**config.mk**
```make
export PLATFORM = sky130hd
export DESIGN_NAME = rasterPosition
export DESIGN_NICKNAME = d
export VERILOG_FILES = /design/src/rtl/rasterPkg.sv /design/src/rtl/rasterCtrl.sv /design/src/rtl/rasterData.sv /design/src/rtl/rasterPosition.sv
export SDC_FILE = /design/constraint.sdc
export NUM_CORES = 1
export LEC_CHECK = 0
export BUFFER_PORTS_ARGS = -buffer_cell sky130_fd_sc_hd__clkbuf_2
export CORE_MARGIN = 2
export CORE_UTILIZATION = 45
export CTS_CLUSTER_SIZE = 8
export DETAILED_ROUTE_END_ITERATION = 8
export PLACE_DENSITY_LB_ADDON = 0.08
export RECOVER_POWER = 25
export SKIP_LAST_GASP = 1
export SLEW_MARGIN = 20
export SYNTH_ARGS = -nofsm -noshare
export SYNTH_HDL_FRONTEND = slang
export SYNTH_SLANG_ARGS = --single-unit
```
**constraint.sdc**
```tcl
create_clock -name clk -period 5.16 [get_ports clk]
set_clock_uncertainty 0.1 [all_clocks]
set_input_delay 0.258 -clock clk [delete_from_list [all_inputs] [get_ports clk]]
set_output_delay 0.258 -clock clk [all_outputs]
set_load 0.02 [all_outputs]
```
**src/rtl/rasterPkg.sv**
```systemverilog
package rasterPkg;
  // Strobes passed from the counter control to the readable-value datapath
  typedef struct packed {
    logic updateRead;  // snapshot the line number this edge
    logic frameWrap;   // counters wrap to line 0 cycle 0 this edge
  } rasterStrobeT;
endpackage

```
**src/rtl/rasterCtrl.sv**
```systemverilog
module rasterCtrl
  import rasterPkg::*;
#(
  parameter int NTSC_CYCLES  = 65,
  parameter int PAL_CYCLES   = 71,
  parameter int NTSC_LINES   = 261,
  parameter int PAL_LINES    = 312,
  parameter int UPDATE_CYCLE = 2,
  parameter int CYC_W        = 7,
  parameter int LINE_W       = 9
) (
  input  logic              clk,
  input  logic              rstN,
  input  logic              busEn,
  input  logic              palSel,
  input  logic              interlaceSel,
  output rasterStrobeT      strobe,
  output logic [LINE_W-1:0] lineNum,
  output logic              fieldParity
);
  logic [CYC_W-1:0]  hCount;
  logic [LINE_W-1:0] vCount;
  logic              activePal;
  logic              activeIl;
  logic              parity;
  logic [CYC_W-1:0]  lineLast;
  logic [LINE_W-1:0] frameLast;
  logic              endLine;
  logic              endFrame;

  always_comb begin
    lineLast = activePal ? CYC_W'(PAL_CYCLES - 1) : CYC_W'(NTSC_CYCLES - 1);
    if (activePal)
      frameLast = LINE_W'(PAL_LINES - 1);
    else if (activeIl)
      frameLast = parity ? LINE_W'(NTSC_LINES + 1) : LINE_W'(NTSC_LINES);
    else
      frameLast = LINE_W'(NTSC_LINES - 1);
  end

  assign endLine  = busEn && (hCount == lineLast);
  assign endFrame = endLine && (vCount == frameLast);

  always_ff @(posedge clk) begin
    if (!rstN) begin
      hCount    <= '0;
      vCount    <= '0;
      activePal <= 1'b0;
      activeIl  <= 1'b0;
      parity    <= 1'b0;
    end else if (busEn) begin
      if (endLine) begin
        hCount <= '0;
        if (endFrame) begin
          vCount    <= '0;
          activePal <= palSel;
          activeIl  <= interlaceSel && !palSel;
          parity    <= (interlaceSel && !palSel) ? !parity : 1'b0;
        end else begin
          vCount <= vCount + LINE_W'(1);
        end
      end else begin
        hCount <= hCount + CYC_W'(1);
      end
    end
  end

  assign strobe.updateRead = busEn && (hCount == CYC_W'(UPDATE_CYCLE));
  assign strobe.frameWrap  = endFrame;
  assign lineNum           = vCount;
  assign fieldParity       = parity;

  assert_h_range_R1: assert property (@(posedge clk) disable iff (!rstN)
    hCount <= lineLast);
  assert_freeze_R1: assert property (@(posedge clk) disable iff (!rstN)
    !busEn |=> $stable(hCount) && $stable(vCount));
  assert_v_range_R2: assert property (@(posedge clk) disable iff (!rstN)
    vCount <= frameLast);
  assert_pal_parity_R3: assert property (@(posedge clk) disable iff (!rstN)
    activePal |-> !parity);
  assert_parity_hold_R4: assert property (@(posedge clk) disable iff (!rstN)
    !endFrame |=> $stable(parity));
  assert_mode_hold_R8: assert property (@(posedge clk) disable iff (!rstN)
    !endFrame |=> $stable(activePal) && $stable(activeIl));
endmodule

```
**src/rtl/rasterData.sv**
```systemverilog
module rasterData
  import rasterPkg::*;
#(
  parameter int LINE_W = 9,
  parameter int DATA_W = 8
) (
  input  logic              clk,
  input  logic              rstN,
  input  rasterStrobeT      strobe,
  input  logic [LINE_W-1:0] lineNum,
  input  logic              rdEn,
  input  logic              rdAddr,
  output logic [DATA_W-1:0] rdData,
  output logic              lineStrobe,
  output logic              frameStart
);
  logic [LINE_W-1:0] visibleLine;
  logic [DATA_W-1:0] lsbReg;
  logic [DATA_W-1:0] upperReg;

  // Single register feeds both views, so they always change together
  always_ff @(posedge clk) begin
    if (!rstN) visibleLine <= '0;
    else if (strobe.updateRead) visibleLine <= lineNum;
  end

  assign lsbReg   = {visibleLine[0], {(DATA_W-1){1'b0}}};
  assign upperReg = DATA_W'(visibleLine >> 1);

  always_ff @(posedge clk) begin
    if (!rstN) begin
      rdData     <= '0;
      lineStrobe <= 1'b0;
      frameStart <= 1'b0;
    end else begin
      if (rdEn) rdData <= rdAddr ? upperReg : lsbReg;
      lineStrobe <= strobe.updateRead;
      frameStart <= strobe.frameWrap;
    end
  end

  assert_low_zero_R5: assert property (@(posedge clk) disable iff (!rstN)
    (rdEn && !rdAddr) |=> (rdData[DATA_W-2:0] == '0));
  assert_vis_hold_R6: assert property (@(posedge clk) disable iff (!rstN)
    !strobe.updateRead |=> $stable(visibleLine));
  assert_rd_hold_R7: assert property (@(posedge clk) disable iff (!rstN)
    !rdEn |=> $stable(rdData));
  assert_frame_pulse_R9: assert property (@(posedge clk) disable iff (!rstN)
    frameStart |=> !frameStart);
  assert_line_pulse_R10: assert property (@(posedge clk) disable iff (!rstN)
    lineStrobe |=> !lineStrobe);
endmodule

```
**src/rtl/rasterPosition.sv**
```systemverilog
module rasterPosition
  import rasterPkg::*;
#(
  parameter int NTSC_CYCLES  = 65,
  parameter int PAL_CYCLES   = 71,
  parameter int NTSC_LINES   = 261,
  parameter int PAL_LINES    = 312,
  parameter int UPDATE_CYCLE = 2,
  parameter int DATA_W       = 8
) (
  input  logic              clk,
  input  logic              rstN,
  input  logic              busEn,
  input  logic              palSel,
  input  logic              interlaceSel,
  input  logic              rdEn,
  input  logic              rdAddr,
  output logic [DATA_W-1:0] rdData,
  output logic              lineStrobe,
  output logic              frameStart,
  output logic              fieldParity
);
  localparam int MAX_LINES  = (PAL_LINES > NTSC_LINES + 2) ? PAL_LINES : NTSC_LINES + 2;
  localparam int MAX_CYCLES = (PAL_CYCLES > NTSC_CYCLES) ? PAL_CYCLES : NTSC_CYCLES;
  localparam int LINE_W     = $clog2(MAX_LINES);
  localparam int CYC_W      = $clog2(MAX_CYCLES);

  rasterStrobeT      strobe;
  logic [LINE_W-1:0] lineNum;

  rasterCtrl #(
    .NTSC_CYCLES(NTSC_CYCLES), .PAL_CYCLES(PAL_CYCLES),
    .NTSC_LINES(NTSC_LINES), .PAL_LINES(PAL_LINES),
    .UPDATE_CYCLE(UPDATE_CYCLE), .CYC_W(CYC_W), .LINE_W(LINE_W)
  ) ctrl (
    .clk(clk), .rstN(rstN), .busEn(busEn), .palSel(palSel),
    .interlaceSel(interlaceSel), .strobe(strobe), .lineNum(lineNum),
    .fieldParity(fieldParity)
  );

  rasterData #(.LINE_W(LINE_W), .DATA_W(DATA_W)) data (
    .clk(clk), .rstN(rstN), .strobe(strobe), .lineNum(lineNum),
    .rdEn(rdEn), .rdAddr(rdAddr), .rdData(rdData),
    .lineStrobe(lineStrobe), .frameStart(frameStart)
  );
endmodule

```
Word-level counts from Yosys, hierarchy flattened --
Index checks and enable logic that the tools add are counted.
Cells by class: multiplexer cells 8, equality and inequality tests 3, reduce and logical (&&, ||, !) cells 8, add/subtract/negate cells 2
Operators with widths (count):
- $mux 9 | 3
- $add 9x1->9 const B | 1
- $eq 9x9->1 | 1
- $mux 8 | 1
- $add 7x1->7 const B | 1
- $eq 7x2->1 const B | 1
- $eq 7x7->1 | 1
- $mux 7 | 1
- $logic_and 1x1->1 | 4
- $mux 3 | 1
- $reduce_and 3->1 | 1
- $logic_not 1->1 | 2
- $mux 2 | 1
- $reduce_and 2->1 | 1
- $mux 1 | 1
Word-level totals: output and inout bits 11, logic and storage cells 30, input port bits 7, register bits 38

Depth between registers and ports, before layout --
word-level depth 6, gate-level depth with buffers 6, gate-level depth less buffers 5

Modules after synthesis --
Synthesis repeated with hierarchy kept, for this count alone.
Unflattened totals: cells, all modules 194, area total of the unflattened synthesis 1854.3 um^2
Modules (own cells, without submodules):
- rasterCtrl | cells an instance 127, area an instance 1058.5 um^2, instances 1
- rasterData | cells an instance 67, area an instance 795.8 um^2, instances 1

Worst setup path after synthesis --
No wires, ideal clock.
path kind reg2reg, from register ctrl.parity (netlist: ctrl.fieldParity), to register ctrl.vCount[0] (netlist: ctrl.lineNum[0]), data required time 4922 ps, arrival 1584 ps, path buffers 0, cell stages (with the launch flop) 5, path slack 3338 ps, period minus slack after synthesis 1822 ps, cell sequence dfxtp_1 > nor2b_1 > or3_1 > a2111oi_0 > o31ai_1
On the way: longest elaborated chain between the ends 6
Ends and longest elaborated chain:
- from (decl) | line rasterCtrl.sv:25 | logic parity;
- from (signal assigned) | line rasterCtrl.sv:58 | parity <= (interlaceSel && !palSel) ? !parity : 1'b0;
- $mux 2 | line rasterCtrl.sv:36 | frameLast = parity ? LINE_W'(NTSC_LINES + 1) : LINE_W'(NTSC_LINES);
- $mux 9 | line rasterCtrl.sv:35 | else if (activeIl)
- $mux 9 | line rasterCtrl.sv:33 | if (activePal)
- $eq 9x9->1 | line rasterCtrl.sv:42 | assign endFrame = endLine && (vCount == frameLast);
- $logic_and 1x1->1 | line rasterCtrl.sv:42
- $mux 9 | line rasterCtrl.sv:54 | if (endFrame) begin
- to (signal assigned) | line rasterCtrl.sv:60 | vCount <= vCount + LINE_W'(1);
- to (decl) | line rasterCtrl.sv:22 | logic [LINE_W-1:0] vCount;
Every way passes these cells. A chain may end at the register's enable or synchronous reset.

==> impl_summary.log <==
INFO  metric peak_vdd_ir = 160 µV
INFO  metric core = 3720 µm²
INFO  metric netlist-cell-type-count = 41
INFO  metric cts_max_path_buffers = 2
INFO  metric starting_utilization_of_the_core_area = 47.8%
INFO  metric synth.yosys.seq_area_share = 42.8%
INFO  metric worst-slew-pin-transition = 0.866 ns
INFO  metric final-instance-count-excl-fill = 260
INFO  metric num_antenna_cells = 0
INFO  metric tritoncts_clock_tree = yes
INFO  metric syn_area_per_cell = 9.15 µm²
INFO  metric cp_num_buf_inv = 2
INFO  metric leakage = 0.721 nW
INFO  metric groute.usage.overall = 18.6%
INFO  metric wl_per_cell = 13.7 µm
INFO  metric tritoncts_sinks = 38
INFO  metric fmax = 397 MHz
INFO  metric maxSlewHeadroom = 42.2%
INFO  metric timing.final.crit_share = 48.8%
INFO  metric power.density_cell_area = 275 nW/µm²
INFO  metric crit_family = buffers and inverters
INFO  metric top_post_synthesis_cells_by_count = 38 x dfxtp_1, 22 x nor2_1, 18 x nand2_1
INFO  metric worstHoldPathCells = 3
INFO  metric worstHoldPathType = in -> reg
INFO  metric clock-root-buffer = clkbuf_8
INFO  metric clkSlewWorstSetupHoldPaths = 0.07 ns
INFO  metric clkLatencyLatePin = 0.29 ns
INFO  metric via_count_of_the_first_global_routing_pass = 1403
INFO  metric post_place_cells = 252
INFO  metric timing.hold.worst_endpoint = ctrl.activePal
INFO  metric final_nets = 221
INFO  metric ys_async_rst_share = 0%
INFO  metric post_synth_inst_count = 194
INFO  metric drv.max_cap_violation_count = 0
INFO  metric leading_cell_type_by_number_of_instances_after_synthesis = dfxtp_1
INFO  metric timing.critical_path.arrival = 2.64 ns
INFO  metric dominantRegCellSynth = dfxtp_1
INFO  metric first_pass_grt_wire_length = 6340 µm
INFO  metric critPathRequiredTime = 5.28 ns
INFO  metric number_of_antenna_violations_at_the_first_check_in_global_routing = 0
INFO  metric finalSetupViolCount = 0
INFO  metric cell_type_with_the_highest_aggregate_area_in_the_netlist = dfxtp_1
INFO  metric drt_total_wl = 3570 µm
INFO  metric critical_path.reg2reg.endpoint = ctrl.activeIl
INFO  metric die_width = 66.8 µm
INFO  metric outcome = complete, no violations
INFO  metric number_of_synthesized_register_bits = 38
INFO  metric post_cts.resized_instances = 0
INFO  metric cpPeakStageDelay = 0.85 ns
INFO  metric syn_area = 1780 µm²
INFO  metric final_hold_viol_count = 0
INFO  metric worstPathCellList = clkbuf_1, clkinv_1, or3_1, mux2_2, o21ai_0
INFO  metric final_layout_size_suffix_gt1_share = 10.8%
INFO  metric post-synth-top-area-fraction = 42.8%
INFO  metric rr_startpoint = ctrl.hCount[3]
INFO  metric die_area = 4460 µm²
INFO  metric ff2ff_path_depth = 4
INFO  metric layout_min_cycle_time = 2.52 ns
INFO  metric tritoncts.num_buffers = 5
INFO  metric cts_hold_buffers = 0
INFO  metric synth.net_count = 204
INFO  metric synthesis_to_finish_area_growth = 11.1%
INFO  metric globalRoute.totalOverflow = 0
INFO  metric cp-start-kind = input port
INFO  metric timing.setup.critical_path_class = in -> reg
INFO  metric post_cts.repair.setup_buffers = 0
INFO  metric io_pins = 18
INFO  metric antenna_left = 0
INFO  metric crit_fanout = 26
INFO  metric synth_edf_count = 0
INFO  metric post_route_utilization = 53.1%
INFO  metric largest_net_degree_at_the_start_of_global_routing = 27
INFO  metric numPortBuffers = 17
INFO  metric fin_tns_setup = 0 ns
INFO  metric critical_path.endpoint_type = register
INFO  metric timing.critical_path.slowest_stage_cell = clkinv_1
INFO  metric firstDrtPassIters = 4
INFO  metric drcViolationCount = 0
INFO  metric synthesis.yosys.warnings = 0
INFO  metric report.final.slew_viol_count = 0
INFO  metric yosys-top-cells-area = dfxtp_1 43%, mux2i_1 7.9%, nor2_1 4.7%, nand3_1 4.2%, nand2_1 3.8%
INFO  metric routed-via-count = 1432
INFO  metric std_cell_rows = 22
INFO  metric detailedPlacementHpwl = 2540 µm
INFO  metric fp.dieH = 66.8 µm
INFO  metric final_replace_weighted_congestion = 0.794
INFO  metric htree_levels = 2
INFO  metric grt_setup_unrepaired = false
INFO  metric iteration_0_drc_count_of_the_detailed_router = 55
INFO  metric r2r_slack = 3.18 ns
INFO  metric post_drt_via_cell_ratio = 5.51
INFO  metric startpoint_of_the_tightest_hold_check_path = palSel
INFO  metric cp_startpoint = rstN
-- registers in the layout, summed over array words and instances, names as in the netlist --
register	cells
ctrl.hCount	7
data.lineStrobe	1
ctrl.fieldParity	1
data.visibleLine	9
data.rdData	8
ctrl.lineNum	9
ctrl.activeIl	1
ctrl.activePal	1
data.frameStart	1
-- cell families (layout without fill, tap and decap cells) --
logic type      after synthesis  in the layout  share of synthesized area (%)
fa+ha+maj                     3              3                           2.11
simple gates                 90             90                           26.8
flops                        38             38                           42.8
compound gates               31             31                           14.0
xor+xnor                      6              6                           2.96
mux                          16             16                           9.16
buf+inv                      10             28                           2.18
-- worst min-delay path, stage by stage --
cell and delay, ns:
clkbuf_2 0.10, nand2_1 0.05, mux2i_1 0.06
-- metrics by stage --
step	hold WS (ns)	total power [mW]	setup slack [ns]	instance area, µm²
floorplan	0.300	0.327	3.34	1780
global placement	0.359	0.334	2.93	1890
detailed placement	0.361	0.335	2.84	1890
CTS	0.123	0.549	3.14	1990
global route	0.135	0.566	2.42	1970
finish	0.125	0.542	2.64	1970
-- area by class of cell --
| type | instances | area [µm²] |
|---|---|---|
| Clock inverter | 2 | 12.5 |
| Timing Repair Buffer | 17 | 70.1 |
| Fill cell | 361 | 1740 |
| Multi-Input combinational cell | 146 | 976 |
| Sequential cell | 38 | 761 |
| Clock buffer | 6 | 82.6 |
| Tap cell | 48 | 60.1 |
| Inverter | 3 | 11.3 |
-- power by group --
| group | internal, mW | switching (mW) | total (mW) |
|---|---|---|---|
| clock network | 0.107 | 0.106 | 0.214 |
| registers | 0.296 | 0.00389 | 0.300 |
| logic | 0.00993 | 0.0182 | 0.0281 |
-- worst max-delay path by stage --
| stage | to | slack [ns] | depth (start not counted) |
|---|---|---|---|
| after global placement | ctrl.lineNum[4] | 2.93 | 5 |
| after CTS | ctrl.lineNum[4] | 3.14 | 5 |
| after detailed placement | ctrl.lineNum[4] | 2.84 | 5 |
| after floorplan | ctrl.lineNum[0] | 3.34 | 4 |
| final | ctrl.lineNum[4] | 2.64 | 5 |
| after global routing | ctrl.lineNum[4] | 2.42 | 5 |
-- layout by cell type, fill, tap and decap left out, types with 4 or more instances in the layout --
| cell type | count |
|---|---|
| nand3_1 | 15 |
| mux2i_1 | 14 |
| nor2_1 | 22 |
| dfxtp_1 | 38 |
| and3_1 | 4 |
| nand2b_1 | 10 |
| nand2_1 | 18 |
| clkbuf_1 | 12 |
| clkbuf_8 | 6 |
| clkbuf_2 | 5 |
| a21oi_1 | 12 |
-- routing by layer --
layer,GRT usage [%],share of wire [%]
met1,24.9,50
met2,28.7,45
met3,5.57,4.5
met4,5.87,0.70
met5,0,0
(Power assumes the default switching activity.)
